### config.mk
export PLATFORM = sky130hd
export DESIGN_NAME = nonoverlap_gate_seq
export DESIGN_NICKNAME = d
export VERILOG_FILES = /design/src/rtl/gate_seq_pkg.sv /design/src/rtl/gs_sync.sv /design/src/rtl/gs_dwell_timer.sv /design/src/rtl/gs_phase_fsm.sv /design/src/rtl/nonoverlap_gate_seq.sv
export SDC_FILE = /design/constraint.sdc
export NUM_CORES = 1
export LEC_CHECK = 0
export ABC_AREA = 1
export CAP_MARGIN = 10
export CORE_MARGIN = 8
export CORE_UTILIZATION = 53
export DETAILED_ROUTE_END_ITERATION = 6
export PLACE_DENSITY_LB_ADDON = 0.15
export SLEW_MARGIN = 30
export SYNTH_ARGS = -nofsm -noshare
export SYNTH_HDL_FRONTEND = slang
export SYNTH_SLANG_ARGS = --single-unit
### constraint.sdc
create_clock -name clk_i -period 1.8 [get_ports clk_i]
set_input_delay 0.36 -clock clk_i [delete_from_list [all_inputs] [get_ports clk_i]]
set_output_delay 0.36 -clock clk_i [all_outputs]
set_load 0.01 [all_outputs]
### src/rtl/gate_seq_pkg.sv
package gate_seq_pkg;

    typedef enum logic [2:0] {
        ST_OFF       = 3'd0,
        ST_WAIT_NODE = 3'd1,
        ST_LOW_ON    = 3'd2,
        ST_WAIT_DRV  = 3'd3,
        ST_HOLD      = 3'd4,
        ST_HIGH_ON   = 3'd5
    } seq_state_t;

    typedef struct packed {
        logic pwm;
        logic en;
        logic node_low;
        logic drv_low;
    } seq_in_t;

    localparam int SEQ_IN_W = $bits(seq_in_t);

    function automatic int cnt_bits(input int a, input int b);
        int m;
        m = (a > b) ? a : b;
        return $clog2(m + 1);
    endfunction

endpackage

### src/rtl/gs_sync.sv
module gs_sync #(
    parameter int W      = 4,
    parameter int STAGES = 2
) (
    input  logic         clk_i,
    input  logic         rst_i,
    input  logic [W-1:0] d_i,
    output logic [W-1:0] q_o
);
    logic [W-1:0] chain [STAGES];

    always_ff @(posedge clk_i) begin
        if (rst_i) chain[0] <= '0;
        else       chain[0] <= d_i;
    end

    for (genvar s = 1; s < STAGES; s++) begin : g_stage
        always_ff @(posedge clk_i) begin
            if (rst_i) chain[s] <= '0;
            else       chain[s] <= chain[s-1];
        end
    end

    assign q_o = chain[STAGES-1];
endmodule

### src/rtl/gs_dwell_timer.sv
module gs_dwell_timer #(
    parameter int CW = 4
) (
    input  logic          clk_i,
    input  logic          rst_i,
    input  logic          clear_i,
    input  logic          run_i,
    output logic [CW-1:0] cnt_o
);
    always_ff @(posedge clk_i) begin
        if (rst_i || clear_i)               cnt_o <= '0;
        else if (run_i && cnt_o != '1)      cnt_o <= cnt_o + 1'b1;
    end
endmodule

### src/rtl/gs_phase_fsm.sv
module gs_phase_fsm
    import gate_seq_pkg::*;
#(
    parameter int HOLD_CYC     = 4,
    parameter int NODE_TMO_CYC = 12,
    parameter int CW           = 4
) (
    input  logic          clk_i,
    input  logic          rst_i,
    input  seq_in_t       in_s,
    input  logic [CW-1:0] cnt_i,
    output logic          clear_o,
    output logic          run_o,
    output logic          hs_o,
    output logic          ls_o,
    output logic          tmo_sticky_o
);
    localparam logic [CW-1:0] HOLD_LAST = CW'(HOLD_CYC - 1);
    localparam logic [CW-1:0] TMO_LAST  = CW'(NODE_TMO_CYC - 1);

    seq_state_t state_q, state_d;
    logic       tmo_hit;

    always_comb begin
        state_d = state_q;
        tmo_hit = 1'b0;
        if (!in_s.en) begin
            state_d = ST_OFF;
        end else begin
            case (state_q)
                ST_OFF:       state_d = in_s.pwm ? ST_WAIT_DRV : ST_WAIT_NODE;
                ST_WAIT_NODE: begin
                    if (in_s.pwm)                state_d = ST_WAIT_DRV;
                    else if (in_s.node_low)      state_d = ST_LOW_ON;
                    else if (cnt_i == TMO_LAST) begin
                        state_d = ST_LOW_ON;
                        tmo_hit = 1'b1;
                    end
                end
                ST_LOW_ON:    if (in_s.pwm) state_d = ST_WAIT_DRV;
                ST_WAIT_DRV: begin
                    if (!in_s.pwm)               state_d = ST_WAIT_NODE;
                    else if (in_s.drv_low)       state_d = ST_HOLD;
                end
                ST_HOLD: begin
                    if (!in_s.pwm)               state_d = ST_WAIT_NODE;
                    else if (cnt_i == HOLD_LAST) state_d = ST_HIGH_ON;
                end
                ST_HIGH_ON:   if (!in_s.pwm) state_d = ST_WAIT_NODE;
                default:      state_d = ST_OFF;
            endcase
        end
    end

    always_ff @(posedge clk_i) begin
        if (rst_i) begin
            state_q      <= ST_OFF;
            tmo_sticky_o <= 1'b0;
        end else begin
            state_q <= state_d;
            if (tmo_hit) tmo_sticky_o <= 1'b1;
        end
    end

    assign clear_o = (state_d != state_q);
    assign run_o   = (state_q == ST_WAIT_NODE) || (state_q == ST_HOLD);
    assign hs_o    = (state_q == ST_HIGH_ON);
    assign ls_o    = (state_q == ST_LOW_ON);

    // never both enables at once
    a_r7_no_overlap: assert property (@(posedge clk_i) disable iff (rst_i)
        !(hs_o && ls_o));

    // a disabled input forces both outputs off on the next edge
    a_r3_disable_off: assert property (@(posedge clk_i) disable iff (rst_i)
        !in_s.en |=> (!hs_o && !ls_o));

    // low side only rises after the node flag, or through the timeout
    a_r4_ls_after_node: assert property (@(posedge clk_i) disable iff (rst_i)
        $rose(ls_o) |-> ($past(in_s.node_low) || tmo_sticky_o));

    // high side only rises with PWM high and the low side already off
    a_r5_hs_after_ls_off: assert property (@(posedge clk_i) disable iff (rst_i)
        $rose(hs_o) |-> ($past(in_s.pwm) && !$past(ls_o)));

    // the timeout status is sticky
    a_r9_sticky_holds: assert property (@(posedge clk_i) disable iff (rst_i)
        tmo_sticky_o |=> tmo_sticky_o);
endmodule

### src/rtl/nonoverlap_gate_seq.sv
module nonoverlap_gate_seq
    import gate_seq_pkg::*;
#(
    parameter int SYNC_STAGES  = 2,
    parameter int HOLD_CYC     = 4,
    parameter int NODE_TMO_CYC = 12
) (
    input  logic clk_i,
    input  logic rst_i,
    input  logic pwm_i,
    input  logic run_n_i,
    input  logic node_low_i,
    input  logic drv_low_i,
    output logic hs_gate_o,
    output logic ls_gate_o,
    output logic tmo_flag_o
);
    localparam int CW = cnt_bits(HOLD_CYC, NODE_TMO_CYC);

    seq_in_t               raw_in;
    logic [SEQ_IN_W-1:0]   sync_q;
    seq_in_t               in_s;
    logic [CW-1:0]         cnt;
    logic                  cnt_clear;
    logic                  cnt_run;

    always_comb begin
        raw_in.pwm      = pwm_i;
        raw_in.en       = run_n_i;
        raw_in.node_low = node_low_i;
        raw_in.drv_low  = drv_low_i;
    end

    gs_sync #(.W(SEQ_IN_W), .STAGES(SYNC_STAGES)) u_sync (
        .clk_i (clk_i),
        .rst_i (rst_i),
        .d_i   (raw_in),
        .q_o   (sync_q)
    );

    assign in_s = seq_in_t'(sync_q);

    gs_dwell_timer #(.CW(CW)) u_timer (
        .clk_i   (clk_i),
        .rst_i   (rst_i),
        .clear_i (cnt_clear),
        .run_i   (cnt_run),
        .cnt_o   (cnt)
    );

    gs_phase_fsm #(
        .HOLD_CYC     (HOLD_CYC),
        .NODE_TMO_CYC (NODE_TMO_CYC),
        .CW           (CW)
    ) u_fsm (
        .clk_i        (clk_i),
        .rst_i        (rst_i),
        .in_s         (in_s),
        .cnt_i        (cnt),
        .clear_o      (cnt_clear),
        .run_o        (cnt_run),
        .hs_o         (hs_gate_o),
        .ls_o         (ls_gate_o),
        .tmo_sticky_o (tmo_flag_o)
    );
endmodule

# Word level (Yosys, flattened, before mapping)
# Memories as Yosys holds them, arrays and structs flattened.
# Cells that the tools add are included.
[word_totals] elab_cells=42 latch_bits=0 in_bits=6 mem_bits_ro=0 mem_bits_rw=8 out_inout_bits=3 n_memories=1 reg_bits=8
[memory_table] memory="u_sync.chain" words=2 width=4 rd=2 rd_ports_with_merged_regs=0 write_ports=2 line="gs_sync.sv:10" text="logic [W-1:0] chain [STAGES];"
[classes] mux=22 multipliers=0 eq_ne=9 bitwise=2 n_div=0 n_addsub=1 reduce_logical=4 shifts=0 magnitude_cmp=0
[ops] cell="3-bit 2-to-1 mux" count=10
[ops] cell="3-bit one-hot mux with 6 select lines" count=1
[ops] cell="1-bit 2-to-1 mux" count=8
[ops] cell="4-bit 2-to-1 mux" count=2
[ops] cell="3-bit by 2-bit equality test with 1-bit output (second input constant)" count=2
[ops] cell="3-bit equality test (second input constant)" count=2
[ops] cell="4-bit by 1-bit adder with 4-bit output (second input constant)" count=1
[ops] cell="4-bit by 2-bit equality test with 1-bit output (second input constant)" count=1
[ops] cell="4-bit equality test (second input constant)" count=1
[ops] cell="4-bit != test (second input constant)" count=1
[ops] cell="3-bit by 1-bit equality test with 1-bit output (second input constant)" count=1
[ops] cell="3-bit zero test" count=1
[ops] cell="3-bit != test" count=1
[ops] cell="1-bit logical OR" count=2
[ops] cell="2-bit 2-to-1 mux" count=1
[ops] cell="1-bit OR" count=2
[ops] cell="1-bit logical AND" count=1

# Logic depth before layout (Yosys ltp)
# Gate-level depths: netlist of the first run.
[logic_depth] ltp_word=8 ltp_mapped=12

# Hierarchy
# Synthesis of the first run repeated with hierarchy kept, for this count alone.
[hier_totals] cells_unflattened=120 hier_area_um2=798.3
[modules_own_cells] mod="gs_phase_fsm" area_per_inst_um2=347.8 n_inst=1 cells_each=64
[modules_own_cells] mod="gs_sync" area_per_inst_um2=231.5 n_inst=1 cells_each=25
[modules_own_cells] mod="gs_dwell_timer" area_per_inst_um2=219.0 n_inst=1 cells_each=31

# Worst setup path after synthesis of the first run
# OpenSTA, ideal clock, no wires.
[synth_timing] path_kind="register to register" startpoint="register u_fsm.state_q[1]" endpoint="register u_timer.cnt_o[0]" period_less_slack_ns=1.417 arrival_ns=1.305 t_required_ns=1.689 stages_incl_launch_ff=11 path_slack_ns=0.383 n_path_buf=0 path_cell_list="dfxtp_1 -> inv_2 -> nor3_2 -> and2_1 -> nor2_1 -> nand2_2 -> nand2_1 -> nand2_1 -> nand2_1 -> nand2_2 -> nor2_1"
[synth_rtl] item="from (decl)" line="gs_phase_fsm.sv:21" text="seq_state_t state_q, state_d;"
[synth_rtl] item="from (signal assigned)" line="gs_phase_fsm.sv:60" text="state_q <= state_d;"
[synth_rtl] item="3-bit by 2-bit equality test with 1-bit output"
[synth_rtl] item="via ls_gate_o" line="nonoverlap_gate_seq.sv:15" text="output logic ls_gate_o,"
[synth_rtl] item="3-bit one-hot mux with 6 select lines" line="gs_phase_fsm.sv:30" text="case (state_q)"
[synth_rtl] item="3-bit 2-to-1 mux" line="gs_phase_fsm.sv:27" text="if (!in_s.en) begin"
[synth_rtl] item="3-bit != test" line="gs_phase_fsm.sv:65" text="assign clear_o = (state_d != state_q);"
[synth_rtl] item="1-bit logical OR" line="gs_dwell_timer.sv:11" text="if (rst_i || clear_i) cnt_o <= '0;"
[synth_rtl] item="to (signal assigned)" line="gs_dwell_timer.sv:12" text="else if (run_i && cnt_o != '1) cnt_o <= cnt_o + 1'b1;"
[synth_rtl] item="to (decl)" line="gs_dwell_timer.sv:8" text="output logic [CW-1:0] cnt_o"
# The timed path passes the listed nets, and every way through them passes these cells.
# A chain may end at the register's enable or synchronous reset.

# Worst setup path in the final report of the first run
[layout_timing] startpoint="register u_fsm.state_q[1]" endpoint="output port ls_gate_o"
[layout_via] elab_chain_len=1
[layout_rtl] item="3-bit by 2-bit equality test with 1-bit output" line="gs_phase_fsm.sv:68" text="assign ls_o = (state_q == ST_LOW_ON);"
[layout_rtl] item="to (decl)" line="nonoverlap_gate_seq.sv:15"
# Every way passes these cells.

==> impl_results.md, run 1 <==
- Total gr overflow: 0
- Core area: between 1000 and 1500 sq um
- Synthesized Nets: around 130
- Starting Density: between 50% and 60%
- # port buffers: 8
- Drt drc: 0
- Final weighted congestion in routability-driven placement: between 0.8 and 0.9
- Crit-path max FO: 7
- Initial antenna violation count: 0
- Clock Latency Late Sink: 0.27 ns
- Clk slew on worst S/H paths: around 0.08 ns
- CP Class: reg2out
- Final worst clock skew: slightly below 0.0005 ns
- Worst-margin pin slew: ~0.28 ns
- DIE AREA: approximately 3000 sq um
- Hold Fails Final Rpt: 0
- Register area share after synthesis: about two fifths
- Worst slew margin relative to its limit: roughly four fifths
- Worst stage delay on the critical path: 0.42 ns
- Critical path arrival: 1.23 ns
- Final setup violation count: 0
- Die width: between 50 and 60 um
- Critical Path Start Type: flip-flop
- Synth Register Bits: 16
- Final Net Count: 140
- Crit. End Element: output port
- CTS Sinks: 16
- Post-CTS setup repair buffer count: 0
- Layout cells sized above 1: 15.9%
- Die Height: about 55 um
- CTS tree: yes
- GR Util All Layers: between 10% and 20%
- RSZ-0062 raised after global routing: false
- First-pass GRT wire length: about 2600 um
- Final wirelength: ~1400 um
- Initial DRC Count: 6
- Root Buffer: clkbuf_4
- Mapped Cells: 120
- Synth Area per Inst: 6.69 sq um
- Worst slack, placed: between 0.1 and 0.15 ns
- Pre-Repair DR Iteration Count: 4
- CP Buf/Inv Count: 2
- Cell variety after synth: 22
- Routed Antenna Nets: 0
- HPWL Detailed: 1160 um
- Maximum buffer depth of the clock tree: 2
- Number of global-route vias before repair: 680
- Hold/Removal Path Class: reg2reg
- ANT cells: 0
- Dpl cell area: 907 sq um
- CTS Hold Bufs: 0
- Tcrit/Tclk final: between 80 and 90%
- Vias/cell: approximately 4.9
- Smallest hold slack: roughly 0.4 ns
- Num CTS Buffers: 3
- Area grow syn2layout: 17.8%
- Setup ws final: 0.208 ns
- Via count: roughly 720
- Min-Delay Startpoint: u_sync.chain[0][1]$_SDFF_PP0_
- VDD IR-drop max: between 0.0004 and 0.0005 V
- H-tree depth: 1
- Area of the multi-input gates: slightly below 400 sq um
- WL per Instance: 9.78 um
- Crit path launch: u_fsm.state_q[1]$_SDFF_PP0_
- CP Cell Sequence: inv_2 > nor3_2 > dlygate4sd2_1
- Min Tclk post-route: between 1.5 and 2 ns
- CP max stage cell: dfxtp_2
- I/O Pins: 9
- Synthesized area: roughly 800 sq um
- Peak Freq: approximately 630 MHz
- Outcome: completed
- Largest net degree at the start of global routing: 13
- FF/Latch Area: between 300 and 400 sq um
- Max-slew violation count: 0
- Worst r2r src: u_fsm.state_q[0]$_SDFF_PP0_
- Maxcap violations: 0
- Number of fillers in the final layout: around 150
- Cell family with most CP delay: flip-flops
- Reported leakage power: approximately 0.46 nW
- Worst EP required: around 1.4 ns
- Overall Power: 0.639 mW
- Design area: roughly 950 sq um
- Setup TNS: 0 ns
- Synth warn: 0
- Row cnt: 14
- Pwr dens: between 600 and 700 nW/um^2
power by group:
part | switching (mW) | internal, mW | total [mW]
clock | 0.101 | 0.123 | 0.224
combinational | 0.0230 | 0.0224 | 0.0454
sequential | 0.00839 | 0.362 | 0.370
total | 0.132 | 0.507 | 0.639
stage by stage:
| step | utilization, % | cells |
|---|---|---|
| after floorplan | - | 120 |
| after global placement | 61.6 | 144 |
| after detailed placement | 61.6 | 144 |
| after CTS | 64.3 | 148 |
| after global routing | 64.3 | 148 |
| final | 64.3 | 148 |
sequential cells by signal, summed over array words and instances (netlist names):
register / cells
u_sync.chain: 8
u_fsm.state_q: 3
u_fsm.tmo_sticky_o: 1
u_timer.cnt_o: 4
area by class of cell:
type | instances | area share (%)
multi-input cells | 80 | 41.1
flip-flops and latches | 16 | 34.4
repair buffers | 10 | 9.79
inverters | 22 | 8.73
clock buffers | 4 | 3.84
well taps | 16 | 2.12
synthesized netlist by cell type, drive strengths merged:
master | number | area (sq um)
xor2 | 1 | 8.76
buf | 1 | 7.51
clkbuf | 1 | 3.75
xnor2 | 1 | 8.76
nor3 | 2 | 15.0
a21oi | 3 | 15.0
dfxtp | 16 | 320
o21ai | 4 | 23.8
and2 | 1 | 6.26
nor2 | 29 | 126
nand2 | 25 | 104
nand3 | 10 | 50.1
nand4 | 2 | 12.5
inv | 22 | 82.6
ha | 1 | 12.5
a31oi | 1 | 6.26
cells by family (layout without fill, tap and decap cells):
family,after synthesis,count (layout),synth area share [%]
fa+ha+maj,1,1,1.56
xor+xnor,2,2,2.18
simple gates,69,69,39.1
buf+inv,24,36,11.7
compound gates,8,8,5.61
flops,16,16,39.9
worst paths after layout:
kind                                   end  slack (ns)  depth (start not counted)
max                              ls_gate_o        0.21                          3
min          u_sync.chain[1][1]$_SDFF_PP0_        0.40                          2
max reg2reg  u_timer.cnt_o[0]$_SDFFE_PP0P_        0.29                         11
min reg2reg  u_sync.chain[1][1]$_SDFF_PP0_        0.40                          2
worst reg2reg max path: cells and delay by family (launching register included):
kind / cells / cell delay, ns
flops: 1 / 0.49
simple gates: 11 / 0.94
layout by cell type (no fill, tap or decap):
cell	Yosys	layout
a21oi_1	3	3
a31oi_1	1	1
and2_1	1	1
buf_4	1	2
clkbuf_4	0	3
clkbuf_8	0	1
clkdlybuf4s50_1	0	6
dfxtp_1	16	14
dfxtp_2	0	1
dfxtp_4	0	1
dlygate4sd2_1	0	2
ha_1	1	1
inv_1	20	20
inv_2	2	2
nand2_1	21	21
nand2_2	4	4
nand3_1	10	10
nand4_1	2	2
nor2_1	24	24
nor2_2	4	4
nor2_4	1	1
nor3_1	1	1
nor3_2	1	1
o21ai_0	3	3
o21ai_2	1	1
xnor2_1	1	1
xor2_1	1	1
what timing repair did:
action | in CTS | in global routing
hold endpoints to repair | 0 | 0
setup endpoints to repair | 2 | 0
resized for setup | 5 | 0
metal layers:
layer | vias up | global-route usage [%] | part of all wire (%)
met1 | 319 | 13.2 | 47
met3 | 6 | 1.87 | 3.6
met4 | 0 | 7.20 | 2.9
met5 | - | 0 | 0
li1 | 388 | - | -
met2 | 11 | 19.2 | 46
Note: power is estimated with default switching activity, not from simulation.
==> run 2: changes to the inputs <==
Settings changed: CORE_UTILIZATION 53 to 56, CTS_BUF_LIST from default to sky130_fd_sc_hd__clkbuf_4 sky130_fd_sc_hd__clkbuf_8, GPL_ROUTABILITY_DRIVEN from default to 0, SETUP_SLACK_MARGIN from default to 0.05.
==> run 2 against run 1 <==
  * Register-to-register slack lost 0.04 ns
  * Die area shrank 3.8%
  * Flip-flop and latch count is the same
  * Combinational power grew 3%
  * Cell area shrank 2.0%
  * Worst setup slack gained 0.0058 ns
  * Critical path depth is the same
  * Clock power shrank 25%
  * Sequential power is essentially flat
  * Total power shrank 8.3%
  * Critical path type unchanged
  * Largest cell class unchanged
  * Highest routed layer unchanged
==> impl_results.md, run 2 (same netlist as run 1, synthesis figures left out) <==
- Outcome: completed (unchanged)
- GR Util All Layers: 11.6% (was 11.5%)
- Core area: 1320 sq um (was 1470 sq um)
- Pre-Repair DR Iteration Count: 4 (unchanged)
- Min Tclk post-route: 1.59 ns (about the same)
- Tcrit/Tclk final: 88.1% (was 88.5%)
- Reg2reg end: u_timer.cnt_o[1]$_SDFFE_PP0P_ (was u_timer.cnt_o[0]$_SDFFE_PP0P_)
- Switching share of power: 21.3% (was 20.7%)
- Maximum buffer depth of the clock tree: 2 (unchanged)
- Commonest non-fill, non-tap cell in the layout: nor2_1 (unchanged)
- CP Class: reg2out (unchanged)
- Crit. End Element: output port (unchanged)
- Combinational cell fraction of total power: 8.0% (was 7.1%)
- Clock Latency Late Sink: 0.27 ns (about the same)
- Worst-margin pin slew: 0.299 ns (was 0.279 ns)
- Worst slew margin relative to its limit: 80.0% (was 81.4%)
- Num CTS Buffers: 3 (unchanged)
- Post-Place Cells: 142 (was 144)
- Clk slew on worst S/H paths: 0.08 ns (about the same)
- # port buffers: 8 (unchanged)
- Int Pwr: 0.462 mW (was 0.507 mW)
- Clk pwr share: 28.8% (was 35.0%)
- Max reg flops: 8 (unchanged)
- WL per Instance: 10.5 um (was 9.78 um)
- Number of global-route vias before repair: 670 (was 680)
- CTS tree: yes (unchanged)
- Final Core Density: 70.4% (was 64.3%)
- Final setup violation count: 0 (unchanged)
- Layout cells sized above 1: 16.2% (was 15.9%)
- DIE AREA: 2900 sq um (was 3020 sq um)
- Maxcap violations: 0 (unchanged)
- Final wirelength: 1520 um (was 1450 um)
- CP endpoint: ls_gate_o (unchanged)
- ANT cells: 0 (unchanged)
- Overall Power: 0.587 mW (was 0.639 mW)
- Design area: 927 sq um (was 946 sq um)
- Drt drc: 0 (unchanged)
- Vias/cell: 5.06 (was 4.89)
- Worst EP required: 1.44 ns (about the same)
- CP Cell Sequence: inv_2 > nor3_2 > dlygate4sd2_1 (unchanged)
- CP max stage cell: dfxtp_2 (unchanged)
- Die Height: 53.9 um (was 54.9 um)
- Row cnt: 13 (was 14)
- Critical path arrival: 1.23 ns (about the same)
- Worst slack, placed: 0.110 ns (was 0.120 ns)
- Final Net Count: 139 (was 140)
- Worst r2r src: u_fsm.state_q[0]$_SDFF_PP0_ (unchanged)
- RSZ-0062 raised after global routing: false (unchanged)
- Largest reg by FF count: u_sync.chain (unchanged)
- Via count: 733 (was 724)
- Critical Path Start Type: flip-flop (unchanged)
- HPWL Detailed: 1170 um (was 1160 um)
- Root Buffer: clkbuf_4 (unchanged)
- Crit path launch: u_fsm.state_q[1]$_SDFF_PP0_ (unchanged)
- Switching pwr: 0.125 mW (was 0.132 mW)
- Pwr dens: 633 nW/um^2 (was 676 nW/um^2)
- Starting Density: 61.0% (was 54.6%)
- Most frequent cells in the layout: nor2_1, nand2_1, inv_1, dfxtp_1, nand3_1 (unchanged)
- Hold/Removal Path Class: reg2reg (unchanged)
- Routed Antenna Nets: 0 (unchanged)
- Max-slew violation count: 0 (unchanged)
- Initial antenna violation count: 0 (unchanged)
- CTS Sinks: 16 (unchanged)
- Die width: 53.9 um (was 54.9 um)
- VDD IR-drop max: 0.000531 V (was 0.000485 V)
- Worst Reg-to-Reg Cells: 11 (unchanged)
- I/O Pins: 9 (unchanged)
- Dpl cell area: 898 sq um (was 907 sq um)
- Non-Filler Instances: 145 (was 148)
- Setup TNS: 0 ns (unchanged)
- Total gr overflow: 0 (unchanged)
- Largest net degree at the start of global routing: 13 (unchanged)
- Peak Freq: 630 MHz (was 628 MHz)
- Reported leakage power: 0.440 nW (was 0.455 nW)
- Hold Fails Final Rpt: 0 (unchanged)
- Worst stage delay on the critical path: 0.42 ns (about the same)
- Smallest hold slack: 0.409 ns (was 0.404 ns)
- Post-CTS setup repair buffer count: 0 (unchanged)
- Number of fillers in the final layout: 116 (was 146)
- R2R setup slack: 0.25 ns (was 0.29 ns)
- Biggest regs: u_sync.chain x8, u_timer.cnt_o x4, u_fsm.state_q x3 (unchanged)
- First-pass GRT wire length: 2590 um (was 2640 um)
- Final worst clock skew: 0.00299 ns (was 0.000496 ns)
- Crit-path max FO: 7 (unchanged)
- Setup ws final: 0.213 ns (was 0.208 ns)
- Initial DRC Count: 19 (was 6)
- Reg power frac: 63.3% (was 57.9%)
- Area grow syn2layout: 15.4% (was 17.8%)
- H-tree depth: 1 (unchanged)
-- run 2: worst min path at each step --
stage	start	end	slack, ns	cells after the start
floorplan	u_sync.chain[0][0]$_SDFF_PP0_	u_sync.chain[1][0]$_SDFF_PP0_	0.39	2
global route	u_sync.chain[0][1]$_SDFF_PP0_	u_sync.chain[1][1]$_SDFF_PP0_	0.41	2
detailed placement	u_sync.chain[0][2]$_SDFF_PP0_	u_sync.chain[1][2]$_SDFF_PP0_	0.40	2
finish	u_sync.chain[0][3]$_SDFF_PP0_	u_sync.chain[1][3]$_SDFF_PP0_	0.41	2
CTS	u_sync.chain[0][1]$_SDFF_PP0_	u_sync.chain[1][1]$_SDFF_PP0_	0.41	2
global placement	u_sync.chain[0][0]$_SDFF_PP0_	u_sync.chain[1][0]$_SDFF_PP0_	0.39	2
-- run 2: worst max-delay path: cells and delay by family, from the launching register on --
kind | cells | cell delay [ns]
simple gates | 1 | 0.16
buf+inv | 2 | 0.38
flops | 1 | 0.42
-- run 2: what timing repair did --
action	4_1_cts	5_1_grt
hold buffers	0	0
setup endpoints to repair	2	4
gates resized for setup	5	2
-- run 2: cell type report --
cell class | instances | area (sq um) | area share (%)
Clock buffer | 3 | 22.5 | 2.43
Inverter | 22 | 82.6 | 8.91
Multi-Input combinational cell | 80 | 392 | 42.2
Tap cell | 15 | 18.8 | 2.02
Sequential cell | 16 | 327 | 35.2
Timing Repair Buffer | 9 | 85.1 | 9.18
-- run 2: metal layers --
metal  vias to the layer above  track usage, %  part of all wire, %
met3                         4            1.93                  5.9
met2                        23            19.7                   47
met5                         -               0                    0
met4                         0            6.30                  2.0
met1                       320            13.4                   45
li1                        386               -                    -
-- run 2: power groups by stage --
stage               Clock, mW  Combinational, mW  Sequential [mW]
floorplan                   0             0.0298            0.377
global placement            0             0.0452            0.380
detailed placement          0             0.0463            0.381
CTS                     0.180             0.0464            0.371
global route            0.194             0.0525            0.372
finish                  0.169             0.0467            0.371
